--- src/rtl/irq_comb_pkg.sv ---
package irq_comb_pkg;
  localparam int unsigned GRP_W       = 8;
  localparam int unsigned LANES       = 4;
  localparam int unsigned WORD_W      = GRP_W * LANES;
  localparam int unsigned OFF_W       = 4;
  localparam logic [OFF_W-1:0] OFF_SET  = 4'h0;
  localparam logic [OFF_W-1:0] OFF_CLR  = 4'h4;
  localparam logic [OFF_W-1:0] OFF_STAT = 4'hC;

  typedef enum logic [1:0] {
    ACC_NONE,
    ACC_SET,
    ACC_CLR,
    ACC_STAT
  } acc_e;

  function automatic acc_e decode_off(logic [OFF_W-1:0] off);
    case (off)
      OFF_SET:  decode_off = ACC_SET;
      OFF_CLR:  decode_off = ACC_CLR;
      OFF_STAT: decode_off = ACC_STAT;
      default:  decode_off = ACC_NONE;
    endcase
  endfunction
endpackage

--- src/rtl/irq_comb_decode.sv ---
module irq_comb_decode
  import irq_comb_pkg::*;
#(
  parameter int unsigned NUM_BANKS = 5,
  parameter int unsigned ADDR_W    = 8
) (
  input  logic                 clk_i,
  input  logic                 rst_ni,
  input  logic [ADDR_W-1:0]    addr_i,
  input  logic                 we_i,
  output logic [NUM_BANKS-1:0] wr_set_o,
  output logic [NUM_BANKS-1:0] wr_clr_o,
  output logic [NUM_BANKS-1:0] bank_hit_o,
  output acc_e                 acc_o
);
  localparam int unsigned IDX_W = ADDR_W - OFF_W;

  logic [IDX_W-1:0] bank_idx;
  assign bank_idx = addr_i[ADDR_W-1:OFF_W];
  assign acc_o    = decode_off(addr_i[OFF_W-1:0]);

  for (genvar b = 0; b < NUM_BANKS; b++) begin : g_bank
    assign bank_hit_o[b] = (bank_idx == IDX_W'(b));
    assign wr_set_o[b]   = we_i && bank_hit_o[b] && (acc_o == ACC_SET);
    assign wr_clr_o[b]   = we_i && bank_hit_o[b] && (acc_o == ACC_CLR);
  end

  // at most one bank strobe per access: no cross-bank aliasing
  assert_one_strobe_R2: assert property (@(posedge clk_i) disable iff (!rst_ni)
    $onehot0({wr_set_o, wr_clr_o}));

  // status and unmapped offsets never produce a write strobe
  assert_no_stray_write_R9: assert property (@(posedge clk_i) disable iff (!rst_ni)
    (acc_o == ACC_STAT || acc_o == ACC_NONE) |-> ({wr_set_o, wr_clr_o} == '0));
endmodule

--- src/rtl/irq_comb_group.sv ---
module irq_comb_group
  import irq_comb_pkg::*;
(
  input  logic             clk_i,
  input  logic             rst_ni,
  input  logic [GRP_W-1:0] pend_i,
  output logic             irq_o
);
  always_ff @(posedge clk_i or negedge rst_ni) begin
    if (!rst_ni) irq_o <= 1'b0;
    else         irq_o <= |pend_i;
  end

  assert_out_delay_R6: assert property (@(posedge clk_i) disable iff (!rst_ni)
    1'b1 |=> (irq_o == $past(|pend_i)));

  assert_level_hold_R7: assert property (@(posedge clk_i) disable iff (!rst_ni)
    (irq_o && (|pend_i)) |=> irq_o);
endmodule

--- src/rtl/irq_comb_bank.sv ---
module irq_comb_bank
  import irq_comb_pkg::*;
#(
  parameter int unsigned USED_LANES = 4
) (
  input  logic                  clk_i,
  input  logic                  rst_ni,
  input  logic [WORD_W-1:0]     irq_i,
  input  logic                  wr_set_i,
  input  logic                  wr_clr_i,
  input  logic [WORD_W-1:0]     wdata_i,
  output logic [WORD_W-1:0]     en_o,
  output logic [WORD_W-1:0]     stat_o,
  output logic [USED_LANES-1:0] grp_o
);
  localparam logic [WORD_W-1:0] LANE_MASK =
    (USED_LANES >= LANES) ? {WORD_W{1'b1}} :
                            WORD_W'((64'd1 << (GRP_W * USED_LANES)) - 64'd1);

  logic [WORD_W-1:0] en_q;

  always_ff @(posedge clk_i or negedge rst_ni) begin
    if (!rst_ni)       en_q <= '0;
    else if (wr_set_i) en_q <= (en_q | wdata_i) & LANE_MASK;
    else if (wr_clr_i) en_q <= en_q & ~wdata_i;
  end

  assign en_o   = en_q;
  assign stat_o = irq_i & en_q;

  for (genvar l = 0; l < USED_LANES; l++) begin : g_lane
    irq_comb_group u_grp (
      .clk_i  (clk_i),
      .rst_ni (rst_ni),
      .pend_i (stat_o[l*GRP_W +: GRP_W]),
      .irq_o  (grp_o[l])
    );
  end

  assert_set_bits_R3: assert property (@(posedge clk_i) disable iff (!rst_ni)
    wr_set_i |=> ((en_q & $past(wdata_i) & LANE_MASK) == ($past(wdata_i) & LANE_MASK)));

  assert_set_keep_R3: assert property (@(posedge clk_i) disable iff (!rst_ni)
    wr_set_i |=> ((en_q & ~$past(wdata_i)) == ($past(en_q) & ~$past(wdata_i))));

  assert_clr_bits_R4: assert property (@(posedge clk_i) disable iff (!rst_ni)
    wr_clr_i |=> ((en_q & $past(wdata_i)) == '0));

  assert_clr_keep_R4: assert property (@(posedge clk_i) disable iff (!rst_ni)
    wr_clr_i |=> ((en_q & ~$past(wdata_i)) == ($past(en_q) & ~$past(wdata_i))));

  assert_mask_hold_R9: assert property (@(posedge clk_i) disable iff (!rst_ni)
    !(wr_set_i || wr_clr_i) |=> $stable(en_q));
endmodule

--- src/rtl/irq_comb_top.sv ---
module irq_comb_top
  import irq_comb_pkg::*;
#(
  parameter int unsigned NUM_GROUPS = 20,
  parameter int unsigned ADDR_W     = 8
) (
  input  logic                        clk_i,
  input  logic                        rst_ni,
  input  logic [NUM_GROUPS*GRP_W-1:0] irq_i,
  input  logic [ADDR_W-1:0]           addr_i,
  input  logic                        we_i,
  input  logic [WORD_W-1:0]           wdata_i,
  output logic [WORD_W-1:0]           rdata_o,
  output logic [NUM_GROUPS-1:0]       grp_irq_o
);
  localparam int unsigned NUM_IN    = NUM_GROUPS * GRP_W;
  localparam int unsigned NUM_BANKS = (NUM_GROUPS + LANES - 1) / LANES;
  localparam int unsigned PAD_W     = NUM_BANKS * WORD_W;
  localparam int unsigned LAST_LN   = NUM_GROUPS - LANES * (NUM_BANKS - 1);

  logic [PAD_W-1:0]     irq_pad;
  logic [NUM_BANKS-1:0] wr_set, wr_clr, bank_hit;
  acc_e                 acc;
  logic [WORD_W-1:0]    en_w   [NUM_BANKS];
  logic [WORD_W-1:0]    stat_w [NUM_BANKS];

  always_comb begin
    irq_pad = '0;
    irq_pad[NUM_IN-1:0] = irq_i;
  end

  irq_comb_decode #(
    .NUM_BANKS (NUM_BANKS),
    .ADDR_W    (ADDR_W)
  ) u_dec (
    .clk_i      (clk_i),
    .rst_ni     (rst_ni),
    .addr_i     (addr_i),
    .we_i       (we_i),
    .wr_set_o   (wr_set),
    .wr_clr_o   (wr_clr),
    .bank_hit_o (bank_hit),
    .acc_o      (acc)
  );

  for (genvar b = 0; b < NUM_BANKS; b++) begin : g_bank
    localparam int unsigned NL = (b == NUM_BANKS - 1) ? LAST_LN : LANES;
    irq_comb_bank #(
      .USED_LANES (NL)
    ) u_bank (
      .clk_i    (clk_i),
      .rst_ni   (rst_ni),
      .irq_i    (irq_pad[b*WORD_W +: WORD_W]),
      .wr_set_i (wr_set[b]),
      .wr_clr_i (wr_clr[b]),
      .wdata_i  (wdata_i),
      .en_o     (en_w[b]),
      .stat_o   (stat_w[b]),
      .grp_o    (grp_irq_o[b*LANES +: NL])
    );
  end

  // combinational read, single-cycle port
  always_comb begin
    rdata_o = '0;
    for (int b = 0; b < NUM_BANKS; b++) begin
      if (bank_hit[b]) begin
        case (acc)
          ACC_SET, ACC_CLR: rdata_o = en_w[b];
          ACC_STAT:         rdata_o = stat_w[b];
          default:          rdata_o = '0;
        endcase
      end
    end
  end

  assert_unmapped_zero_R9: assert property (@(posedge clk_i) disable iff (!rst_ni)
    ((acc == ACC_NONE) || (bank_hit == '0)) |-> (rdata_o == '0));

  assert_set_clr_alias_R8: assert property (@(posedge clk_i) disable iff (!rst_ni)
    (acc == ACC_SET || acc == ACC_CLR) |-> ((rdata_o & ~en_w[0]) == '0 || !bank_hit[0]));
endmodule

--- config.mk ---
export PLATFORM = sky130hd
export DESIGN_NAME = irq_comb_top
export DESIGN_NICKNAME = d
export VERILOG_FILES = /design/src/rtl/irq_comb_pkg.sv /design/src/rtl/irq_comb_decode.sv /design/src/rtl/irq_comb_group.sv /design/src/rtl/irq_comb_bank.sv /design/src/rtl/irq_comb_top.sv
export SDC_FILE = /design/constraint.sdc
export NUM_CORES = 1
export LEC_CHECK = 0
export BUFFER_PORTS_ARGS = -buffer_cell sky130_fd_sc_hd__buf_2
export CORE_ASPECT_RATIO = 0.7
export CORE_MARGIN = 2
export CORE_UTILIZATION = 45
export CTS_CLUSTER_SIZE = 25
export DETAILED_ROUTE_END_ITERATION = 10
export GPL_TIMING_DRIVEN = 0
export PLACE_DENSITY = 0.68
export SETUP_SLACK_MARGIN = 0.3
export SYNTH_ARGS = -nofsm -noshare
export SYNTH_HDL_FRONTEND = slang
export SYNTH_HIERARCHICAL = 1
export SYNTH_SLANG_ARGS = --single-unit
--- constraint.sdc ---
create_clock -name clk_i -period 5.7 [get_ports clk_i]
set_clock_uncertainty 0.15 [all_clocks]
set_input_delay 1.14 -clock clk_i [delete_from_list [all_inputs] [get_ports clk_i]]
set_output_delay 1.14 -clock clk_i [all_outputs]
set_load 0.01 [all_outputs]
==> results.txt, run 1 <==
- Result of the run: finished clean
* Clock-pin slew of the registers on the worst-case setup and hold paths: 0.07 ns
* Launching element type of the critical path: input pin
- Setup Fix Bufs, Post-CTS: 0
- For the worst setup path, the data arrival time is approximately 4 ns.
* Top cell types by occurrence after synthesis: sky130_fd_sc_hd__nand2_1, sky130_fd_sc_hd__a22o_1, sky130_fd_sc_hd__dfrtp_1, sky130_fd_sc_hd__and2_1
* Initial core utilization: 0.458
- Detailed Route WL: 42300 um
- Setup violations remaining at the end of the flow were counted as 0.
- Of all nets on the critical path, the largest fanout is 10.
* Max frequency: approximately 190 MHz
- Endpoint of the lowest-slack register-to-register path: g_bank[1].u_bank/g_lane[1].u_grp/irq_o
- Overflow left after global routing: 0
- The synthesized design spends more area on one cell type than any other, namely sky130_fd_sc_hd__dfrtp_1.
- The number of failing hold endpoints at the final stage was 0.
- In this run the tightest slew margin relative to its limit is 0.309.
* Deepest level of the CTS H-tree: 4
- Endpoint of the most critical setup path: rdata_o[16]
* Layout Area Growth over Synthesis: 20.6%
- Cell chosen for the clock root: sky130_fd_sc_hd__clkbuf_16
- Synthesis inferred 180 register bits.
- Filler cells: between 2000 and 2500
- Clock buffers created by TritonCTS: 17
- Wire length of the first global-routing pass: 62400 um
- In the final layout, the multi-input gates occupy between 0.006 and 0.007 mm2.
- Setup total negative slack on the finished layout was measured at 0 ns.
* Min Hold Slack: 0.365 ns
- Maximum number of pins on one net before global-route repair: 119
* Worst setup path startpoint: addr_i[1]
- Detailed routing inserted a total of between 10000 and 15000 vias.
* Synthesized area per cell: 9.68 um2
* Portion of the post-synthesis area used by sequential elements: 0.398
- GR Util All Layers: 0.315
* Library cells used by synthesis: 34
- Antenna-violating nets left: 0
- Largest buffer count on any clock path: 2
* Post-synthesis async set-or-reset flop share: 1.00
- In this run, synthesis inferred 0 flip-flops with an integrated enable.
- Met2 usage: 0.479
- Netlist area before placement: 0.0113 mm2
- By instance count, the leading cell after synthesis is sky130_fd_sc_hd__nand2_1.
* Iteration-0 DRC count of the detailed router: 899
- Fraction of synthesized cell area taken by the top area cell type: 0.398
* Synth top area cells: sky130_fd_sc_hd__dfrtp_1, sky130_fd_sc_hd__a22o_1, sky130_fd_sc_hd__and2_1
- Placed cell area: roughly 0.013 mm2
* Final clock period utilization by the worst path: 0.930
- In the final layout, flip-flops and latches occupy 0.00450 mm2.
- The repair_antennas step left the layout with diodes totalling 0.
- Die X-Extent: 194 um
- Max-cap violations in this run came to 0.
- For this design the ratio of total power to cell area is 233 mW/mm2.
- The floorplan has 48 rows.
- Leading register cell type out of synthesis: sky130_fd_sc_hd__dfrtp_1
- Gp weighted congestion: 0.909
- Type of the worst min-delay path: reg2reg
- The net count of the finished layout is between 1500 and 2000.
- The clock reaches the later pin of the worst-skew pair after ~0.44 ns.
- The die covers approximately 0.026 mm2.
* Count of input and output buffers: 253
* Setup repair after global routing missed its margin: true
- Synthesis warning total: 6
- Leakage power summed over all cells: 6.25 nW
- The worst register-to-register path has a depth of 3.
* Critical Path End Type: output pin
- Number of ports placed on the die boundary: 255
* Final Critical Period: 5.30 ns
- Wire length per cell after detailed routing: approximately 24 um
* Critical path class: in2out
- Data required time of the critical path: 4.41 ns
* HPWL after DPL: approximately 31000 um
- Fraction of final layout cells sized beyond drive strength 1: 0.292
- Transition time at the pin with the least slew margin: between 1 and 1.5 ns
* Antenna violations before repair: 1
* DRC errors left: 0
- The clock net in this run drives a total of 180 sinks.
- The floorplan step defined a core boundary enclosing around 0.025 mm2.
- The final number of max-transition violations was 0.
- Busiest metal layer after global routing: met2
- Via count of the first global-routing pass: between 10000 and 15000
- For this run, global-route usage on met1 was measured as 0.456.
* Synthesized instance count: approximately 1200
- Pre-Repair DR Iteration Count: 6
- CTS tree: yes
- Vert. Die Dim: 137 um
- Peak supply drop: 0.231 mV
- Dividing the detail-routed via count by the number of cells gives between 6 and 7.
* Nets in the synthesized netlist: ~1400
- In this run the register-to-register setup slack is 4.09 ns.
* GR met3 Demand/Resource: 0.0631
- Layout Cell Area excl Fill: between 0.01 and 0.015 mm2
## power breakdown
part	switching (mW)	internal, mW
logic	0.308	0.200
clock network	0.520	0.746
registers	0.0527	1.36
total	0.881	2.30
## routing by layer
metal | wire length [um] | vias up
li1 | - | 4990
met5 | 15 | -
met4 | 901 | 2
met2 | 18300 | 659
met1 | 18700 | 5431
met3 | 4430 | 71
## cell families after synthesis
logic type,after synthesis,synth area share
adders and majority gates,2,0.00221
and+or+nand+nor,467,0.208
DFF,180,0.398
buffers and inverters,103,0.0638
AOI/OAI and AO/OA,416,0.327
xor gates and xnor gates,1,0.000774
## cell type report
class,count,area share
Clock inverter,8,0.00889
Clock buffer,23,0.0365
Timing Repair Buffer,254,0.0955
Sequential cell,180,0.330
Inverter,8,0.00220
Tap cell,325,0.0298
Buffer,95,0.0509
Multi-Input combinational cell,886,0.446
## cell usage in the layout, fill, tap and decap left out, drive strengths merged
master / instances
a22oi: 32
a22o: 192
a221oi: 64
or4b: 4
clkinv: 3
inv: 9
and2: 160
or2: 1
nor3: 11
or2b: 1
nand2b: 2
clkinvlp: 1
ha: 2
or4bb: 1
clkbuf: 48
bufinv: 3
a2111oi: 32
or3b: 1
nor4: 40
nor2: 1
xor2: 1
a211o: 32
nand2: 244
or4: 1
buf: 324
dfrtp: 180
a21oi: 64
## how the worst min path moves through the flow
| stage | startpoint | slack [ns] | endpoint | cells past startpoint |
|---|---|---|---|---|
| after floorplan | register | 0.33 | register | 1 |
| after global placement | register | 0.35 | register | 1 |
| after detailed placement | register | 0.35 | register | 1 |
| after CTS | register | 0.37 | register | 1 |
| after global routing | register | 0.38 | register | 1 |
| final | register | 0.37 | register | 1 |
## per-stage QoR
step                instances  total power, mW  utilization  setup slack, ns
CTS                      1779             3.18        0.553            0.360
global route             1779             3.28        0.553            0.293
global placement         1747             1.92        0.526            0.313
floorplan                1169             1.66            -             1.05
finish                   1779             3.18        0.553            0.399
detailed placement       1748             1.93        0.528            0.378
## critical path, stage by stage
cell	delay, ns
sky130_fd_sc_hd__buf_2	0.13
sky130_fd_sc_hd__or3b_1	0.38
sky130_fd_sc_hd__buf_6	0.15
sky130_fd_sc_hd__inv_1	0.07
sky130_fd_sc_hd__ha_1	0.14
sky130_fd_sc_hd__buf_4	0.16
sky130_fd_sc_hd__buf_4	0.21
sky130_fd_sc_hd__buf_4	0.23
sky130_fd_sc_hd__clkbuf_1	0.54
sky130_fd_sc_hd__a221oi_1	0.28
sky130_fd_sc_hd__a2111oi_2	0.36
sky130_fd_sc_hd__buf_2	0.21
## what timing repair did
action,in CTS,in global routing
resized for setup,0,4
endpoints found under the setup margin,0,9
hold buffers,0,0
No activity file was read; power rests on OpenSTA's default activity.
==> run 2, diff against run 1 <==
==> constraint.sdc (replaced) <==
create_clock -name clk_i -period 5.7 [get_ports clk_i]
set_clock_uncertainty 0.15 [all_clocks]
set_input_delay 0.57 -clock clk_i [delete_from_list [all_inputs] [get_ports clk_i]]
set_output_delay 0.57 -clock clk_i [all_outputs]
set_load 0.01 [all_outputs]
==> results.txt, run 2 (synthesized netlist as in run 1, its figures left out) <==
- Data arrival at the endpoint of the critical path: 3.58 ns
- In this run the horizontal extent of the chip is 194 um.
* Source-to-sink clock delay at the later pin of the worst-skew pair: 0.45 ns
- Via count of the first global-routing pass: 10300
- Placed cell area: 0.0130 mm2
- Wire length per cell after detailed routing: approximately 24 um
- For this block, the routed nets add up to 42200 um of wire.
* Switching pwr: between 0.8 and 0.9 mW
- Internal power comes to 2.30 mW.
- Counting both buffers and inverters, the worst setup path holds a total of 5.
- Most used cells in the layout excluding fill and tap cells: sky130_fd_sc_hd__buf_2, sky130_fd_sc_hd__nand2_1, sky130_fd_sc_hd__a22o_1, sky130_fd_sc_hd__dfrtp_1, sky130_fd_sc_hd__and2_1
- Core Util, Final: 0.553
- Max-cap violations in this run came to 0.
* Switching Share: 0.277
- Clock Sinks: 180
- Max frequency: 233 MHz
* Wire length of the first global-routing pass: approximately 62000 um
- After detailed routing, the wire length on met1 is 18600 um.
* Min setup slack post-route: 1.40 ns
- Entering global routing, the biggest net connects 119 pins.
- Global routing finished with a remaining overflow of 0.
- The routed design uses 18200 um of met2 wire.
* CTS tree: yes
* Share of total power in sequential cells: 0.443
- Registers take 0.00450 mm2.
- The worst pin sits at a relative slew slack of 0.301.
- Clock buffers created by TritonCTS: 17
* DRC errors left: 0
* Power density of the placed cells: 233 mW/mm2
- The die is 137 um tall.
* Routed length on met3: 4470 um
- Core outline area: 0.0247 mm2
- Average via count per standard cell: about 6.3
- Along the worst path, the maximum fanout reaches 10.
- After routing the design area is 0.0137 mm2.
- Final clock period utilization by the worst path: 0.754
- Non-filler instance count after layout: 1780
* Multi-input logic area: approximately 0.0061 mm2
- Hold timing on the final database bottoms out at a slack of 0.321 ns.
* Worst path max stage delay: ~0.64 ns
- Cells traversed along the worst timing path: buf_2, or4b_1, inv_1, clkbuf_1, nand2b_1, clkbuf_1, a221oi_1, a2111oi_2, buf_2
* Layout Area Growth over Synthesis: 20.7%
- After the last flow step, the layout net total stands at ~1600.
* Total setup violations reported at the end of the flow: 0
- Including well taps, the total number of placed cells is roughly 1700.
- Number of ports placed on the die boundary: 255
- GR Util All Layers: 0.315
- At the end of routability-driven placement, the weighted congestion stood at 0.909.
- For this run, the detailed router's first-pass iteration total came to 6.
- Peak supply drop: roughly 0.23 mV
- The number of setup buffers added after CTS is 0.
- In the final layout, the share of cells above drive strength 1 is 0.291.
- After clock tree synthesis, the repair step resized 0 gates.
* Iteration-0 DRC count of the detailed router: 1051
* Max Slew Vio Count: 0
* Launching element type of the critical path: input pin
- Critical Path End Type: output pin
- Antenna violations before repair: 1
- Antenna-violating nets left: 0
- Setup TNS: 0 ns
- Leakage power summed over all cells: 6.25 nW
- Largest buffer count on any clock path: 2
- Result of the run: finished clean
- STA puts the critical path data required time at between 4 and 5 ns.
* Proportion of power drawn by the clock network: 0.398
- The cell sitting at the root of the clock tree is a sky130_fd_sc_hd__clkbuf_16.
* Count of input and output buffers: between 200 and 300
* HPWL after DPL: about 31000 um
- Hold-fix buffers at CTS: 1
- Row generation in the floorplan step produced between 40 and 50 rows.
* Family of cells with the greatest summed delay on the critical path: buffers and inverters
- In this run the number of H-tree levels came out at 4.
- The setup path with the least slack is of type in2out.
- Total power for the finished layout comes to 3.18 mW.
- For the pin with the worst max-slew slack, the measured transition is around 1.0 ns.
* Top metal layer carrying routed signals: met5
- Clock-pin slew of the registers on the worst-case setup and hold paths: around 0.07 ns
* Initial core utilization: 0.458
* Number of hold violations in the final report: 0
- Worst slack after detailed placement: 1.52 ns
- Antenna diode count: 0
- Total number of vias: roughly 11000
- Final Critical Period: 4.30 ns
* Setup repair after global routing missed its margin: false
- The share of total power dissipated in combinational logic is 0.160.
- After filler insertion, the fill cell instance count of the layout stands at 2220.
* Die area: 0.0265 mm2
- Leaving out fill and tap cells, the most frequent cell in the layout is sky130_fd_sc_hd__buf_2.
- The slowest stage of the critical path belongs to the cell sky130_fd_sc_hd__clkbuf_1.
* Type of the worst min-delay path: in2reg
## run 2: cell count changes in the layout (fill, tap and decap cells not counted), sizes merged
cell         change
dlygate4sd3      +1
## run 2: worst reg2reg max path, cell delays in order (launching register included)
cell and delay [ns]:
sky130_fd_sc_hd__dfrtp_1 0.41, sky130_fd_sc_hd__and2_1 0.17, sky130_fd_sc_hd__nor4_1 0.63, sky130_fd_sc_hd__nand2_1 0.11
## run 2: path summary, 6_finish.rpt
path,start,end,slack (ns),cells past startpoint
hold reg to reg,register,register,0.37,1
hold / removal,irq_i[112],g_bank[3].u_bank/g_lane[2].u_grp/irq_o,0.32,4
setup reg to reg,register,g_bank[2].u_bank/g_lane[1].u_grp/irq_o,4.08,3
max in group asynchronous,rst_ni,async pin,3.90,3
setup / recovery,addr_i[5],rdata_o[16],1.40,9
min in group asynchronous,rst_ni,g_bank[4].u_bank/g_lane[0].u_grp/irq_o,0.50,2
## run 2: routing by layer
| metal | vias up | global-route usage |
|---|---|---|
| li1 | 4989 | - |
| met1 | 5432 | 0.456 |
| met5 | - | 0 |
| met4 | 2 | 0.0916 |
| met3 | 69 | 0.0628 |
| met2 | 690 | 0.479 |
## run 2: cell type report
type                            count  share of cell area
Timing Repair Buffer              255              0.0962
Multi-Input combinational cell    886               0.446
Clock buffer                       23              0.0365
Tap cell                          325              0.0298
Sequential cell                   180               0.330
Buffer                             95              0.0507
Inverter                            8             0.00220
Clock inverter                      8             0.00889
## run 2: power groups by stage
stage / Clock [mW] / Sequential [mW] / Combinational (mW)
floorplan: 0 / 1.43 / 0.231
global placement: 0 / 1.43 / 0.489
detailed placement: 0 / 1.43 / 0.499
CTS: 1.27 / 1.41 / 0.501
global route: 1.32 / 1.42 / 0.544
finish: 1.27 / 1.41 / 0.508
==> run 3, diff against run 2 <==
PLACE_DENSITY = 0.71   (was 0.68)
clock period = 3.9 ns   (was 5.7 ns; I/O delays follow)
==> results.txt, run 3 (synthesized netlist as in run 1, its figures left out) <==
* Wire length per cell after detailed routing: between 20 and 25 um
- The H-tree was split into 4 levels.
- The endpoint identified for the worst register-to-register timing path is g_bank[1].u_bank/g_lane[1].u_grp/irq_o.
- Critical path class: in2out
* Clock Sinks: 180
* Worst r2r path cells: 3
* Type of the worst min-delay path: in2reg
- The final number of max-transition violations is 0.
- Initial core utilization: 0.458
- Input and output buffers added on the ports amount to between 200 and 300.
- Counting the fill cells in the layout gives 2247.
* Antenna violations before repair: 0
- Cell chosen for the clock root: sky130_fd_sc_hd__clkbuf_16
- Across the run, the number of max-cap violations was 0.
- Summed over all layers, the global routing overflow is 0.
- Wire length of the first global-routing pass: 62900 um
- Leakage power summed over all cells: 6.28 nW
- In the final design database the tool counted 1648 nets.
* Cells traversed along the worst timing path: buf_4, or3b_4, buf_6, inv_1, inv_1, ha_1, buf_4, clkbuf_4, a22o_1, a21oi_1, a211o_1, a2111oi_2, buf_2
- The number of placed instances, taps included, is 1748.
* Terminating pin of the worst hold path: g_bank[1].u_bank/g_lane[3].u_grp/irq_o
- Entering global routing, the biggest net connects 105 pins.
- 255 I/O pins were placed.
- Leaving out fill and tap cells, the most frequent cell in the layout is sky130_fd_sc_hd__buf_2.
- Final Critical Period: ~3.5 ns
- Gp weighted congestion: ~0.9
* Antenna-violating nets left: 0
- HPWL after DPL: between 30000 and 40000 um
- 0 antenna diodes ended up in the layout.
* Max Fanout on Critical Path: 10
* Clock buffers created by TritonCTS: 17
- The via count of the first global-routing pass came to 10600.
* Critical Path End Type: output pin
- Measured against its own limit, the worst slew margin works out to 0.257.
- CTS tree: yes
- Data on the critical path arrives at its endpoint at roughly 3.0 ns.
* Transition time at the pin with the least slew margin: 1.11 ns
- Number of hold violations in the final report: 0
- The slowest stage of the critical path belongs to the cell sky130_fd_sc_hd__or3b_4.
* Core outline area: 0.0247 mm2
- The detailed router finished its first iteration with 1108 violations.
- Vert. Die Dim: approximately 140 um
- Die area: 0.0265 mm2
* Largest buffer count on any clock path: 2
- Wires add up to 42500 um.
* Data required time of the critical path: 3.36 ns
* Total setup violations reported at the end of the flow: 0
* Min Hold Slack: 0.152 ns
- Result of the run: finished clean
- Along the worst hold path, the cell count comes to 4.
- Worst path max stage delay: just over 0.4 ns
- Hold_sp: irq_i[56]
- Setup slack of the worst register-to-register path: 2.22 ns
- Final clock period utilization by the worst path: 0.909
* Max frequency: 282 MHz
- Setup repair after global routing could not meet its margin everywhere.
- The detailed router placed 11200 vias in this run.
- Die X-Extent: 194 um
- Power density of the placed cells: 339 mW/mm2
- STA classifies the critical path startpoint as an input pin.
* Peak supply drop: 0.325 mV
* Clock-pin slew of the registers on the worst-case setup and hold paths: 0.07 ns
- Of the cells placed in the final design, the portion with a size suffix greater than 1 is 0.300.
* DRC errors left: 0
- The later pin in the worst-skew pair is clocked with a latency of 0.44 ns.
* Layout Area Growth over Synthesis: 22.1%
- Most used cells in the layout excluding fill and tap cells: sky130_fd_sc_hd__buf_2, sky130_fd_sc_hd__nand2_1, sky130_fd_sc_hd__a22o_1, sky130_fd_sc_hd__dfrtp_1, sky130_fd_sc_hd__and2_1
* GR Util All Layers: 0.315
- In this run the core area contains 48 standard-cell rows.
- For this run, the number of standard cells in the final layout without fillers is about 1800.
- Average via count per standard cell: 6.32
- The first detailed-routing pass ran for 6 iterations.
-- run 3: changes by cell type in the layout (fill, tap and decap cells not counted), moves of 3 or more --
cell,before,now
sky130_fd_sc_hd__a2111oi_2,30,22
sky130_fd_sc_hd__clkbuf_1,24,13
sky130_fd_sc_hd__clkbuf_2,0,7
sky130_fd_sc_hd__clkbuf_8,5,2
sky130_fd_sc_hd__clkbuf_4,2,10
sky130_fd_sc_hd__buf_4,14,18
sky130_fd_sc_hd__buf_2,282,275
sky130_fd_sc_hd__a2111oi_4,0,9
-- run 3: per-layer routing --
layer  track usage  wire length, um
met5             0                0
met1         0.462            18500
met3        0.0670             4650
met2         0.473            18400
met4        0.0823              976
-- run 3: worst max-delay path by stage --
stage,from,endpoint,slack (ns),depth (start not counted)
2_1_floorplan,addr_i[2],rdata_o[0],0.75,11
3_3_place_gp,rst_ni,g_bank[4].u_bank/g_lane[2].u_grp/irq_o,-0.74,1
3_5_place_dp,addr_i[2],rdata_o[4],0.16,12
4_1_cts,addr_i[2],rdata_o[4],0.23,15
5_1_grt,addr_i[2],rdata_o[7],0.26,13
6_report,addr_i[2],rdata_o[29],0.36,13
-- run 3: through the flow --
step	cell area [um2]	setup TNS (ns)	utilization	setup WS, ns	power, mW
finish	13800	0	0.560	0.355	4.69
global route	13800	0	0.560	0.264	4.84
CTS	13700	0	0.554	0.226	4.66
detailed placement	13000	0	0.528	0.156	2.82
global placement	13000	-129.40	0.526	-0.742	2.80
floorplan	11300	0	-	0.754	2.43
-- run 3: what timing repair did --
item,CTS,global route
pin swaps,0,14
buffers inserted,0,0
resized for setup,8,43
hold buffers,1,0
hold endpoints to repair,103,0
setup endpoints to repair,29,32
-- run 3: report_power, final --
part / switching (mW) / total [mW] / internal [mW] / leakage, nW
Clock: 0.768 / 1.87 / 1.10 / 0.295
Sequential: 0.0771 / 2.06 / 1.98 / 2.47
Combinational: 0.456 / 0.760 / 0.304 / 3.52
Total: 1.30 / 4.69 / 3.39 / 6.28
-- run 3: final cells by class --
class / count / area [um2] / share of cell area
multi-input combinational: 886 / 6210 / 0.450
clock inverter: 9 / 154 / 0.0111
clock buffer: 21 / 460 / 0.0333
inverter: 8 / 30.0 / 0.00217
sequential: 180 / 4500 / 0.326
buffer: 95 / 737 / 0.0533
timing repair buffer: 255 / 1310 / 0.0951
tap: 325 / 407 / 0.0294
-- run 3: critical path: cells and delay by family --
kind            cells  cell delay (ns)
compound gates      4             0.95
fa+ha+maj           1             0.26
buf+inv             7             0.99
simple gates        1             0.41
